<file path="config.mk">
export PLATFORM = sky130hd
export DESIGN_NAME = evcap_unit
export DESIGN_NICKNAME = d
export VERILOG_FILES = /design/src/rtl/evcap_pkg.sv /design/src/rtl/evcap_edge.sv /design/src/rtl/evcap_timebase.sv /design/src/rtl/evcap_fifo.sv /design/src/rtl/evcap_unit.sv
export SDC_FILE = /design/constraint.sdc
export NUM_CORES = 1
export LEC_CHECK = 0
export BUFFER_PORTS_ARGS = -buffer_cell sky130_fd_sc_hd__buf_2
export CORE_ASPECT_RATIO = 0.75
export CORE_MARGIN = 3
export CORE_UTILIZATION = 45
export DETAILED_ROUTE_END_ITERATION = 8
export PLACE_DENSITY = 0.61
export SLEW_MARGIN = 0
export SYNTH_ARGS = -nofsm -noshare
export SYNTH_HDL_FRONTEND = slang
export SYNTH_SLANG_ARGS = --single-unit
</file>
<file path="constraint.sdc">
create_clock -name clk -period 4.4 [get_ports clk]
set_input_delay 0.44 -clock clk [delete_from_list [all_inputs] [get_ports clk]]
set_output_delay 0.44 -clock clk [all_outputs]
set_load 0.01 [all_outputs]
</file>
<file path="src/rtl/evcap_pkg.sv">
package evcap_pkg;

  typedef enum logic [1:0] {
    DET_OFF  = 2'b00,
    DET_RISE = 2'b01,
    DET_FALL = 2'b10,
    DET_BOTH = 2'b11
  } det_mode_e;

  function automatic logic edge_hit(input det_mode_e mode, input logic cur, input logic prev);
    logic rise, fall;
    rise = cur & ~prev;
    fall = ~cur & prev;
    case (mode)
      DET_RISE: edge_hit = rise;
      DET_FALL: edge_hit = fall;
      DET_BOTH: edge_hit = rise | fall;
      default:  edge_hit = 1'b0;
    endcase
  endfunction

endpackage

</file>
<file path="src/rtl/evcap_edge.sv">
module evcap_edge #(
  parameter int N_IN = 4
) (
  input  logic              clk,
  input  logic              rst,
  input  logic [N_IN-1:0]   ev_in,
  input  logic [2*N_IN-1:0] mode_cfg,
  output logic [N_IN-1:0]   hit
);
  import evcap_pkg::*;

  for (genvar i = 0; i < N_IN; i++) begin : g_line
    logic meta_q, sync_q, last_q;

    always_ff @(posedge clk) begin
      if (rst) begin
        meta_q <= 1'b0;
        sync_q <= 1'b0;
        last_q <= 1'b0;
      end else begin
        meta_q <= ev_in[i];
        sync_q <= meta_q;
        last_q <= sync_q;
      end
    end

    assign hit[i] = edge_hit(det_mode_e'(mode_cfg[2*i +: 2]), sync_q, last_q);
  end

endmodule

</file>
<file path="src/rtl/evcap_timebase.sv">
module evcap_timebase #(
  parameter int TAG_W    = 16,
  parameter int TICK_DIV = 8
) (
  input  logic             clk,
  input  logic             rst,
  input  logic             state_tick,
  output logic [TAG_W-1:0] tag
);
  localparam int PW = (TICK_DIV > 1) ? $clog2(TICK_DIV) : 1;
  localparam logic [PW-1:0] PLAST = PW'(TICK_DIV - 1);

  logic [PW-1:0] pre_q;

  always_ff @(posedge clk) begin
    if (rst) begin
      pre_q <= '0;
      tag   <= '0;
    end else if (state_tick) begin
      if (pre_q == PLAST) begin
        pre_q <= '0;
        tag   <= tag + 1'b1;
      end else begin
        pre_q <= pre_q + 1'b1;
      end
    end
  end

endmodule

</file>
<file path="src/rtl/evcap_fifo.sv">
module evcap_fifo #(
  parameter int W     = 20,
  parameter int DEPTH = 8
) (
  input  logic         clk,
  input  logic         rst,
  input  logic         push,
  input  logic [W-1:0] wdata,
  input  logic         pop,
  output logic [W-1:0] rdata,
  output logic         empty,
  output logic         full
);
  localparam int AW = (DEPTH > 1) ? $clog2(DEPTH) : 1;
  localparam int CW = $clog2(DEPTH + 1);
  localparam logic [AW-1:0] ALAST = AW'(DEPTH - 1);
  localparam logic [CW-1:0] CFULL = CW'(DEPTH);

  logic [W-1:0]  mem [DEPTH];
  logic [AW-1:0] wr_ptr, rd_ptr;
  logic [CW-1:0] count;
  logic          do_push, do_pop;

  assign empty   = (count == '0);
  assign full    = (count == CFULL);
  assign do_push = push && !full;
  assign do_pop  = pop && !empty;
  assign rdata   = mem[rd_ptr];

  always_ff @(posedge clk) begin
    if (do_push) mem[wr_ptr] <= wdata;
  end

  always_ff @(posedge clk) begin
    if (rst) begin
      wr_ptr <= '0;
      rd_ptr <= '0;
      count  <= '0;
    end else begin
      if (do_push) wr_ptr <= (wr_ptr == ALAST) ? '0 : wr_ptr + 1'b1;
      if (do_pop)  rd_ptr <= (rd_ptr == ALAST) ? '0 : rd_ptr + 1'b1;
      case ({do_push, do_pop})
        2'b10:   count <= count + 1'b1;
        2'b01:   count <= count - 1'b1;
        default: count <= count;
      endcase
    end
  end

endmodule

</file>
<file path="src/rtl/evcap_unit.sv">
module evcap_unit #(
  parameter int N_IN       = 4,
  parameter int TAG_W      = 16,
  parameter int FIFO_DEPTH = 8,
  parameter int TICK_DIV   = 8,
  parameter int XFER_DELAY = 8
) (
  input  logic              clk,
  input  logic              rst,
  input  logic              state_tick,
  input  logic [N_IN-1:0]   ev_in,
  input  logic [2*N_IN-1:0] mode_cfg,
  input  logic              rd_en,
  output logic              rd_valid,
  output logic [N_IN-1:0]   rd_mask,
  output logic [TAG_W-1:0]  rd_tag,
  output logic              fifo_empty,
  output logic              fifo_full,
  output logic              overflow
);
  localparam int REC_W = N_IN + TAG_W;
  localparam int DW    = $clog2(XFER_DELAY + 1);
  localparam logic [DW-1:0] DLAST = DW'(XFER_DELAY - 1);

  logic [N_IN-1:0]  hit;
  logic [TAG_W-1:0] now_tag;
  logic [REC_W-1:0] head_rec;
  logic             any_hit, move, drop;
  logic [DW-1:0]    dly_q;

  evcap_edge #(.N_IN(N_IN)) u_edge (
    .clk(clk), .rst(rst), .ev_in(ev_in), .mode_cfg(mode_cfg), .hit(hit)
  );

  evcap_timebase #(.TAG_W(TAG_W), .TICK_DIV(TICK_DIV)) u_tb (
    .clk(clk), .rst(rst), .state_tick(state_tick), .tag(now_tag)
  );

  assign any_hit = |hit;
  assign drop    = any_hit && fifo_full;
  assign move    = !rd_valid && !fifo_empty && state_tick && (dly_q == DLAST);

  evcap_fifo #(.W(REC_W), .DEPTH(FIFO_DEPTH)) u_fifo (
    .clk(clk), .rst(rst),
    .push(any_hit), .wdata({hit, now_tag}),
    .pop(move), .rdata(head_rec),
    .empty(fifo_empty), .full(fifo_full)
  );

  always_ff @(posedge clk) begin
    if (rst) begin
      dly_q <= '0;
    end else if (rd_valid || fifo_empty || move) begin
      dly_q <= '0;
    end else if (state_tick) begin
      dly_q <= dly_q + 1'b1;
    end
  end

  always_ff @(posedge clk) begin
    if (rst) begin
      rd_valid <= 1'b0;
      rd_mask  <= '0;
      rd_tag   <= '0;
    end else if (move) begin
      rd_valid <= 1'b1;
      rd_mask  <= head_rec[REC_W-1:TAG_W];
      rd_tag   <= head_rec[TAG_W-1:0];
    end else if (rd_en) begin
      rd_valid <= 1'b0;
    end
  end

  always_ff @(posedge clk) begin
    if (rst)        overflow <= 1'b0;
    else if (drop)  overflow <= 1'b1;
    else if (rd_en) overflow <= 1'b0;
  end

endmodule

</file>
After elaboration in Yosys (flattened, before gate mapping):

Memories as Yosys holds them, arrays and structs flattened. A register that Yosys moved wholly into a read port is not among the register bits.
Cells that the tools add are included.

* bits in registers: 47
* memories: 1
* output and inout port bits: 24
* word-level logic and storage cells: 98
* bits of input ports: 16
* memory bits (writable): 160

* equality and inequality tests: 19
* bitwise logic cells: 20
* add/subtract/negate cells: 7
* reduce and logical (&&, ||, !) cells: 18
* muxes and demuxes: 13

Memory list
* u_fifo.mem: depth 8, width 20, read ports 1, clocked after Yosys merged registers in 1, write ports 1, line evcap_fifo.sv:19 `logic [W-1:0] mem [DEPTH];`

Operators by type and width (number)
* 2-bit == test, second input constant: 9
* 16-bit by 1-bit adder with 16-bit output, second input constant: 1
* 1-bit case mux with 3 select lines: 4
* 2-bit by 1-bit == test with 1-bit output, second input constant: 5
* 3-bit by 1-bit adder with 3-bit output, second input constant: 3
* 3-bit == test, second input constant: 3
* 3-bit two-way mux: 3
* 4-bit by 1-bit adder with 4-bit output, second input constant: 2
* 1-bit bitwise AND: 8
* 1-bit inverter: 8
* 4-bit case mux with 2 select lines: 1
* 1-bit logical AND: 6
* 2-bit nonzero test: 3
* 1-bit two-way mux: 5
* 4-bit by 3-bit == test with 1-bit output, second input constant: 1
* 4-bit == test, second input constant: 1
* 4-bit zero test: 1
* 1-bit bitwise OR: 4
* 4-bit OR reduction: 1
* 4-bit by 1-bit subtractor with 4-bit output, second input constant: 1
* 1-bit zero test: 3
* 1-bit logical OR: 2
* 2-bit AND reduction: 1
* 2-bit OR reduction: 1

Depth between registers and ports, before layout:

Gate-level depths: netlist (run 1).

* depth in word-level cells: 8
* gate-level depth with buffers: 13
* depth with buffers taken out: 13

By module:

Synthesis (run 1) repeated with hierarchy kept, for this count alone.

* cell total of the unflattened synthesis: 581
* area total of the unflattened synthesis: 9313.9 um^2

By module, submodules not included
* evcap_fifo: cells an instance 310, seq. area each 5064.9 um^2, area an instance 6693.9 um^2, instances 1
* evcap_unit: cells an instance 114, seq. area each 520.5 um^2, area an instance 1212.4 um^2, instances 1
* evcap_timebase: cells an instance 97, seq. area each 380.4 um^2, area an instance 850.8 um^2, instances 1
* evcap_edge: cells an instance 60, seq. area each 240.2 um^2, area an instance 556.8 um^2, instances 1

Worst setup path before layout (run 1):

Ideal clock, no wire load.

* path kind: register to register
* from: reg u_edge.g_line[3].last_q
* to: mem u_fifo.mem[0][0] (enable)
* arrival time: 2.706 ns
* buffers on the path: 0
* library setup time: 0.422 ns
* slack: 1.272 ns
* clock period less this slack: 3.128 ns
* cell stages (with the launch flop): 8
* data required time: 3.978 ns
* path through: dfxtp_1 -> inv_1 -> ha_1 -> nand2_1 -> a31oi_1 -> a41oi_2 -> nand2b_1 -> nor3_1

* longest elaborated chain between the ends: 8
* elaborated cells on any way between the ends: 9

RTL lines
* from (decl): line evcap_edge.sv:13 `logic meta_q, sync_q, last_q;`
* from (signal assigned): line evcap_edge.sv:23 `last_q <= sync_q;`
* 1-bit inverter: line evcap_pkg.sv:12 `rise = cur & ~prev;`
* 1-bit bitwise AND: line evcap_pkg.sv:12
* 1-bit bitwise OR: line evcap_pkg.sv:17 `DET_BOTH: edge_hit = rise | fall;`
* 1-bit case mux with 3 select lines (*): line evcap_pkg.sv:14 `case (mode)`
* 4-bit OR reduction (*): line evcap_unit.sv:39 `assign any_hit = |hit;`
* 1-bit logical AND (*): line evcap_fifo.sv:26 `assign do_push = push && !full;`
* 1-bit two-way mux (*): line evcap_fifo.sv:31 `if (do_push) mem[wr_ptr] <= wdata;`
* 1-bit two-way mux (implied by the code) (*): line evcap_fifo.sv:31
* to (decl): line evcap_fifo.sv:19

Every way passes the cells marked *; elsewhere a longest branch is shown, timed or not.

Final worst setup path (run 1):

* from: reg u_edge.g_line[2].sync_q
* to: reg u_fifo.count[3]

* longest elaborated chain between the ends: 8
* elaborated cells on any way between the ends: 11

RTL lines
* from (decl): line evcap_edge.sv:13
* from (signal assigned): line evcap_edge.sv:22 `sync_q <= meta_q;`
* 1-bit inverter: line evcap_pkg.sv:13 `fall = ~cur & prev;`
* 1-bit bitwise AND: line evcap_pkg.sv:13
* 1-bit bitwise OR: line evcap_pkg.sv:17
* 1-bit case mux with 3 select lines (*): line evcap_pkg.sv:14
* 4-bit OR reduction (*): line evcap_unit.sv:39
* 1-bit logical AND (*): line evcap_fifo.sv:26
* 2-bit by 1-bit == test with 1-bit output / 2-bit == test (equally long branches): line evcap_fifo.sv:42 `case ({do_push, do_pop})`
* 4-bit case mux with 2 select lines / 2-bit nonzero test (equally long branches)
* to (signal assigned): line evcap_fifo.sv:43 `2'b10: count <= count + 1'b1;`
* to (signal assigned): line evcap_fifo.sv:44 `2'b01: count <= count - 1'b1;`
* to (signal assigned): line evcap_fifo.sv:45 `default: count <= count;`
* to (decl): line evcap_fifo.sv:21 `logic [CW-1:0] count;`

Marked as above.
A chain may end at the register's enable or synchronous reset.

==> results of run 1 <==
## critical path, stage by stage, from the launching register on
cell     delay (ns)
dfxtp_1        0.34
inv_1          0.06
ha_1           0.17
or2_2          0.27
a31oi_1        0.29
a41oi_2        0.29
inv_1          0.13
ha_1           0.20
ha_1           0.24
a21o_1         0.18
a21oi_1        0.17
xnor2_1        0.09
or3_1          0.31
a21oi_1        0.15
## routing by layer
metal	vias up	global-route usage [%]	share of wire (%)
li1	2187	-	-
met1	2374	22.7	46
met2	74	25.7	47
met3	20	3.42	4.7
met4	0	3.42	1.5
met5	-	0	0
## cell families after synthesis
kind of cell / Yosys count / synth area share [%]
compound gates: 44 / 3.33
xor+xnor: 17 / 1.66
fa+ha+maj: 20 / 2.88
buf+inv: 45 / 2.45
flops: 227 / 68.7
mux: 69 / 13.3
simple gates: 128 / 7.66
## final timing paths
kind / from / end / slack, ns / cells past startpoint
worst max-delay path: u_edge.g_line[2].sync_q / u_fifo.count[3] / 1.45 / 13
worst min-delay path: ev_in[0] / u_edge.g_line[0].meta_q / 0.16 / 2
worst min register to register: u_edge.g_line[3].meta_q / u_edge.g_line[3].sync_q / 0.44 / 1
worst max register to register: u_edge.g_line[2].sync_q / u_fifo.count[3] / 1.45 / 13
## stage by stage
step | cell area, µm² | hold slack, ns | cells | util [%]
after floorplan | 8950 | 0.414 | 550 | -
after global placement | 9420 | 0.418 | 820 | 49.6
after detailed placement | 9420 | 0.433 | 820 | 49.6
after CTS | 10200 | 0.146 | 860 | 53.5
after global routing | 10200 | 0.165 | 860 | 53.5
final | 10200 | 0.162 | 860 | 53.5
## state kept, by name, summed over array words and instances (netlist names)
name and count:
dly_q 4, overflow 1, rd_mask 4, rd_tag 16
rd_valid 1, u_edge.g_line.last_q 4, u_edge.g_line.meta_q 4, u_edge.g_line.sync_q 4
u_fifo.count 4, u_fifo.mem 160, u_fifo.rd_ptr 3, u_fifo.wr_ptr 3
u_tb.pre_q 3, u_tb.tag 16
## report_power, final
group          internal (mW)  switching, mW  total (mW)
Clock                   1.15          0.768        1.92
Sequential              2.35         0.0297        2.38
Combinational         0.0826          0.128       0.211
## synth_stat cells, types with 3 or more instances
cell | instances | share of area [%]
a211oi_1 | 19 | 1.6
a21oi_1 | 12 | 0.67
a31oi_1 | 4 | 0.28
and3b_1 | 4 | 0.39
buf_1 | 4 | 0.17
buf_2 | 7 | 0.39
buf_4 | 5 | 0.42
buf_6 | 3 | 0.38
clkbuf_1 | 7 | 0.29
dfxtp_1 | 67 | 15
edfxtp_1 | 160 | 54
ha_1 | 19 | 2.7
inv_1 | 19 | 0.80
mux2i_1 | 29 | 3.2
mux4_2 | 40 | 10
nand2_1 | 13 | 0.55
nand2b_1 | 4 | 0.28
nand3_1 | 3 | 0.17
nand4_1 | 7 | 0.49
nor2_1 | 62 | 2.6
nor2b_1 | 9 | 0.63
nor3_1 | 6 | 0.34
o21ai_0 | 5 | 0.28
or2_2 | 4 | 0.28
or3_1 | 5 | 0.35
xnor2_1 | 7 | 0.69
xor2_1 | 10 | 0.98
## cell usage in the layout (no fill, tap or decap), drive strengths merged, types with 2 or more instances in the layout
cell	count
o21ai	5
clkinv	6
or3	5
and3b	4
a211oi	20
nor2b	9
nand3	3
nand2b	4
ha	19
dfxtp	67
clkbuf	28
inv	19
edfxtp	160
xor2	10
nor3	7
mux4	40
buf	49
bufinv	3
nand2	13
clkinvlp	3
mux2i	29
a21oi	12
xnor2	7
a31oi	4
or2	4
nor2	62
nor4	2
nand4	8
## area by class of cell
class / instances / area share [%]
well taps: 247 / 3.04
multi-input cells: 278 / 25.8
repair buffers: 49 / 2.66
flip-flops and latches: 227 / 60.5
clock inverters: 12 / 1.38
inverters: 19 / 0.702
clock buffers: 28 / 5.95
==> flow_summary.toml, run 1 <==
[logic_synthesis]
async_flop_share_pct = 0
ys_warn_count = 0
synthesis.area_um2 = 8950
syn_avg_cell_area_um2 = 16.3
ys_seq_area_share_pct = 68.7
synth_edf_count = 160
synth_cell_type_count = 43
synth.net_count = 586
synthFlopType = "edfxtp_1"
synth_seq_cells = 227
synth_cells = 550

[critical_path]
worstPathRequired_ns = 4.82
worstSetupPathType = "register to register"
worstPathMaxFanout = 7
endpoint_kind = "register"
arrival_ns = 3.37
worst_setup_path_start_kind = "register"

[clocking]
htreeDepth = 1
cts.sinks = 227
clockBufferDepth = 3
ctsResizeCount = 0
cts_hold_repair.buffers = 0
clock_latency_ns = 0.49
path_clk_slew_ns = 0.06
cts-root-buf = "clkbuf_16"
tritoncts = "built"
post_cts_buffers = 0
cts_buffers = 22

[power_and_ir_drop]
vdd_ir_drop_max_v = 0.000256
leakage_nw = 3.60
power_density_nw_per_um2 = 444
power_mw = 4.51

[floorplan]
fp.coreArea_um2 = 19000
die_h_um = 128
start_util_pct = 47.1
die-area_um2 = 21600
rows = 43
die_x_um = 169
io_pins = 40

[finish]
syn_to_final_growth_pct = 13.6
regArea_um2 = 6150
layout.nets = 633
multi_input_area_um2 = 2620
antenna_cells = 0
drive_gt1_share_pct = 24.0
fill_cells = 1529

[sta]
fmax_ghz = 0.339
tns_ns = 0
rsz0062_at_grt = "false"
finClkSkew_ns = 0.00941
worst_slew_pin_slew_ns = 1.24
hold_viol = 0
setup_viol = 0
setup_ws_ns = 1.45
fin_crit_ns = 2.95
slew_headroom_pct = 17.2
fin_crit_sh_pct = 67.1
slew_viol_final = 0

[outcome]
status = "complete, no violations"

[routing]
drt_iter0_markers = 268
first_pass_iters = 4
wl_um = 16900
drcViolationCount = 0
drt-wirelength-per-cell_um = 19.6
postRouteAntennaNets = 0
via_per_inst = 5.41
routed-via-count = 4655

[global_route]
grt_max_degree = 45
grt_pass1_wl_um = 26800
grt_pass1_vias = 4792
antenna_found_initial = 0
grtUsageTotal_pct = 16.0
grt-ovfl-total = 0

[placement]
gp_congestion = 0.704
port_buffers = 39
pre_cts_ws_ns = 1.42
dp_hpwl_um = 9550

[run]
cap_violations = 0

[min_path]
hold_class = "primary input to register"
Note: power is estimated with default switching activity, not from simulation.
==> inputs of run 2 (changes only) <==
- clock period: 4.4 -> 2.8 ns (I/O delays scaled with it)
==> flow_summary.toml, run 2 (synthesis results as in run 1) <==
[finish]
fill_cells = 1542
reg_top3 = "u_fifo.mem x160, rd_tag x16, u_tb.tag x16"
top_register = "u_fifo.mem"
final_cell_mix = "edfxtp_1, dfxtp_1, nor2_1"
multi_input_area_um2 = 2670
drive_gt1_share_pct = 25.7
final_common_cell = "edfxtp_1"
antenna_cells = 0
regArea_um2 = 6150
syn_to_final_growth_pct = 15.1
layout.nets = 651
largest_register_ffs = 160

[global_route]
grt-ovfl-total = 0
grt-busiest-layer = "met2"
grt_pass1_wl_um = 27600
grtUsageTotal_pct = 16.4
antenna_found_initial = 0
grt_util_met3_pct = 2.65
grtUsageMet2_pct = 27.0
grt_max_degree = 64
grt_pass1_vias = 4922
use_met1_pct = 23.3

[critical_path]
reg2reg_to = "u_fifo.count[3]"
endpoint_kind = "register"
arrival_ns = 3.11
worstPathMaxFanout = 3
critical-path-max-stage-delay_ns = 0.35
worstPathRequired_ns = 3.22
worst_setup_path_start_kind = "register"
slowest_stage = "dfxtp_1"
crit_chain = "inv_1 -> ha_1 -> or2_2 -> a31oi_4 -> a41oi_2 -> inv_1 -> ha_4 -> ha_1 -> a21o_1 -> a21oi_2 -> xnor2_1 -> or3_1 -> a21oi_1"
ff2ff_path_depth = 13
r2r_slack_ns = 0.10
worstSetupPathType = "register to register"
r2r-start = "u_edge.g_line[2].sync_q"

[floorplan]
die_h_um = 128
die-area_um2 = 21600
io_pins = 40
start_util_pct = 47.1
rows = 43
die_x_um = 169
fp.coreArea_um2 = 19000

[clocking]
post_cts_buffers = 0
htreeDepth = 1
cts-root-buf = "clkbuf_16"
clockBufferDepth = 3
clock_latency_ns = 0.49
cts.sinks = 227
cts_buffers = 23
path_clk_slew_ns = 0.06
tritoncts = "built"

[routing]
postRouteAntennaNets = 0
routed-via-count = 4702
via_per_inst = 5.36
first_pass_iters = 4
drcViolationCount = 0
drt-wirelength-per-cell_um = 19.7
drt_iter0_markers = 311
wl_um = 17300

[power_and_ir_drop]
power_density_nw_per_um2 = 667
vdd_ir_drop_max_v = 0.000425
power_mw = 6.86
leakage_nw = 3.68

[placement]
dp_hpwl_um = 10300
port_buffers = 39
gp_congestion = 0.730

[min_path]
worstHoldPathCells = 2
min_from = "ev_in[0]"
hold_class = "primary input to register"
min_to = "u_edge.g_line[0].meta_q"

[sta]
slew_headroom_pct = 50.4
hold_viol = 0
finClkSkew_ns = 0.0106
fmax_ghz = 0.371
setup_viol = 0
slew_viol_final = 0
tns_ns = 0
fin_crit_ns = 2.70
fin_crit_sh_pct = 96.3
worst_slew_pin_slew_ns = 0.744

[outcome]
status = "complete, no violations"

[run]
cap_violations = 0
[run 2: changes by cell type in the layout (fill, tap and decap cells not counted), sizes merged]
cell,before,now
bufinv,3,0
clkbuf,28,29
clkinv,6,11
clkinvlp,3,0
dlygate4sd3,0,2
buf,49,64
inv,19,20
[run 2: report_power, final]
part,leakage (nW),total (mW),internal (mW),switching [mW]
clock network,0.333,2.74,1.56,1.19
logic,1.20,0.368,0.154,0.214
registers,2.15,3.75,3.70,0.0477
[run 2: repair_timing]
action,in CTS,in global routing
endpoints found under the setup margin,1,1
hold buffers,2,0
endpoints found under the hold margin,2,0
resized for setup,1,8
pin swaps,0,1
[run 2: metal layers]
metal,vias up,share of wire (%)
met5,-,0
met3,21,3.3
met4,0,1.7
li1,2214,-
met2,72,48
met1,2395,47
[run 2: cell type report]
class,count,share of cell area (%)
clock buffer,29,6.00
sequential,227,59.7
timing repair buffer,66,4.16
tap,247,3.00
inverter,19,0.693
multi-input combinational,278,25.9
clock inverter,12,0.547
[run 2: worst max-delay path, delay by kind of cell (launching register included)]
family | cells | cell delay, ns
and+or+nand+nor | 2 | 0.61
buffers and inverters | 2 | 0.20
DFF | 1 | 0.35
adders and majority gates | 3 | 0.55
AOI/OAI and AO/OA | 5 | 0.85
xor gates and xnor gates | 1 | 0.09
[run 2: per-stage QoR]
| stage | cell area (µm²) | utilization, % | std cells | worst slack (ns) | hold slack [ns] |
|---|---|---|---|---|---|
| floorplan | 8960 | - | 550 | 0.182 | 0.408 |
| global placement | 9540 | 50.2 | 835 | 0.120 | 0.421 |
| detailed placement | 9540 | 50.2 | 835 | 0.000153 | 0.430 |
| CTS | 10200 | 53.9 | 878 | 0.00537 | 0.00136 |
| global route | 10300 | 54.2 | 878 | -0.0636 | 0.0320 |
| finish | 10300 | 54.2 | 878 | 0.104 | 0.0170 |
[run 2: worst max path at each step]
stage                                 start         endpoint  slack, ns
floorplan           u_edge.g_line[3].sync_q  u_fifo.count[3]       0.18
global placement    u_edge.g_line[3].sync_q  u_fifo.count[3]       0.12
detailed placement  u_edge.g_line[3].sync_q  u_fifo.count[3]     0.0002
CTS                 u_edge.g_line[2].sync_q  u_fifo.count[3]      0.005
global route        u_edge.g_line[2].sync_q  u_fifo.count[3]      -0.06
finish              u_edge.g_line[2].sync_q  u_fifo.count[3]       0.10
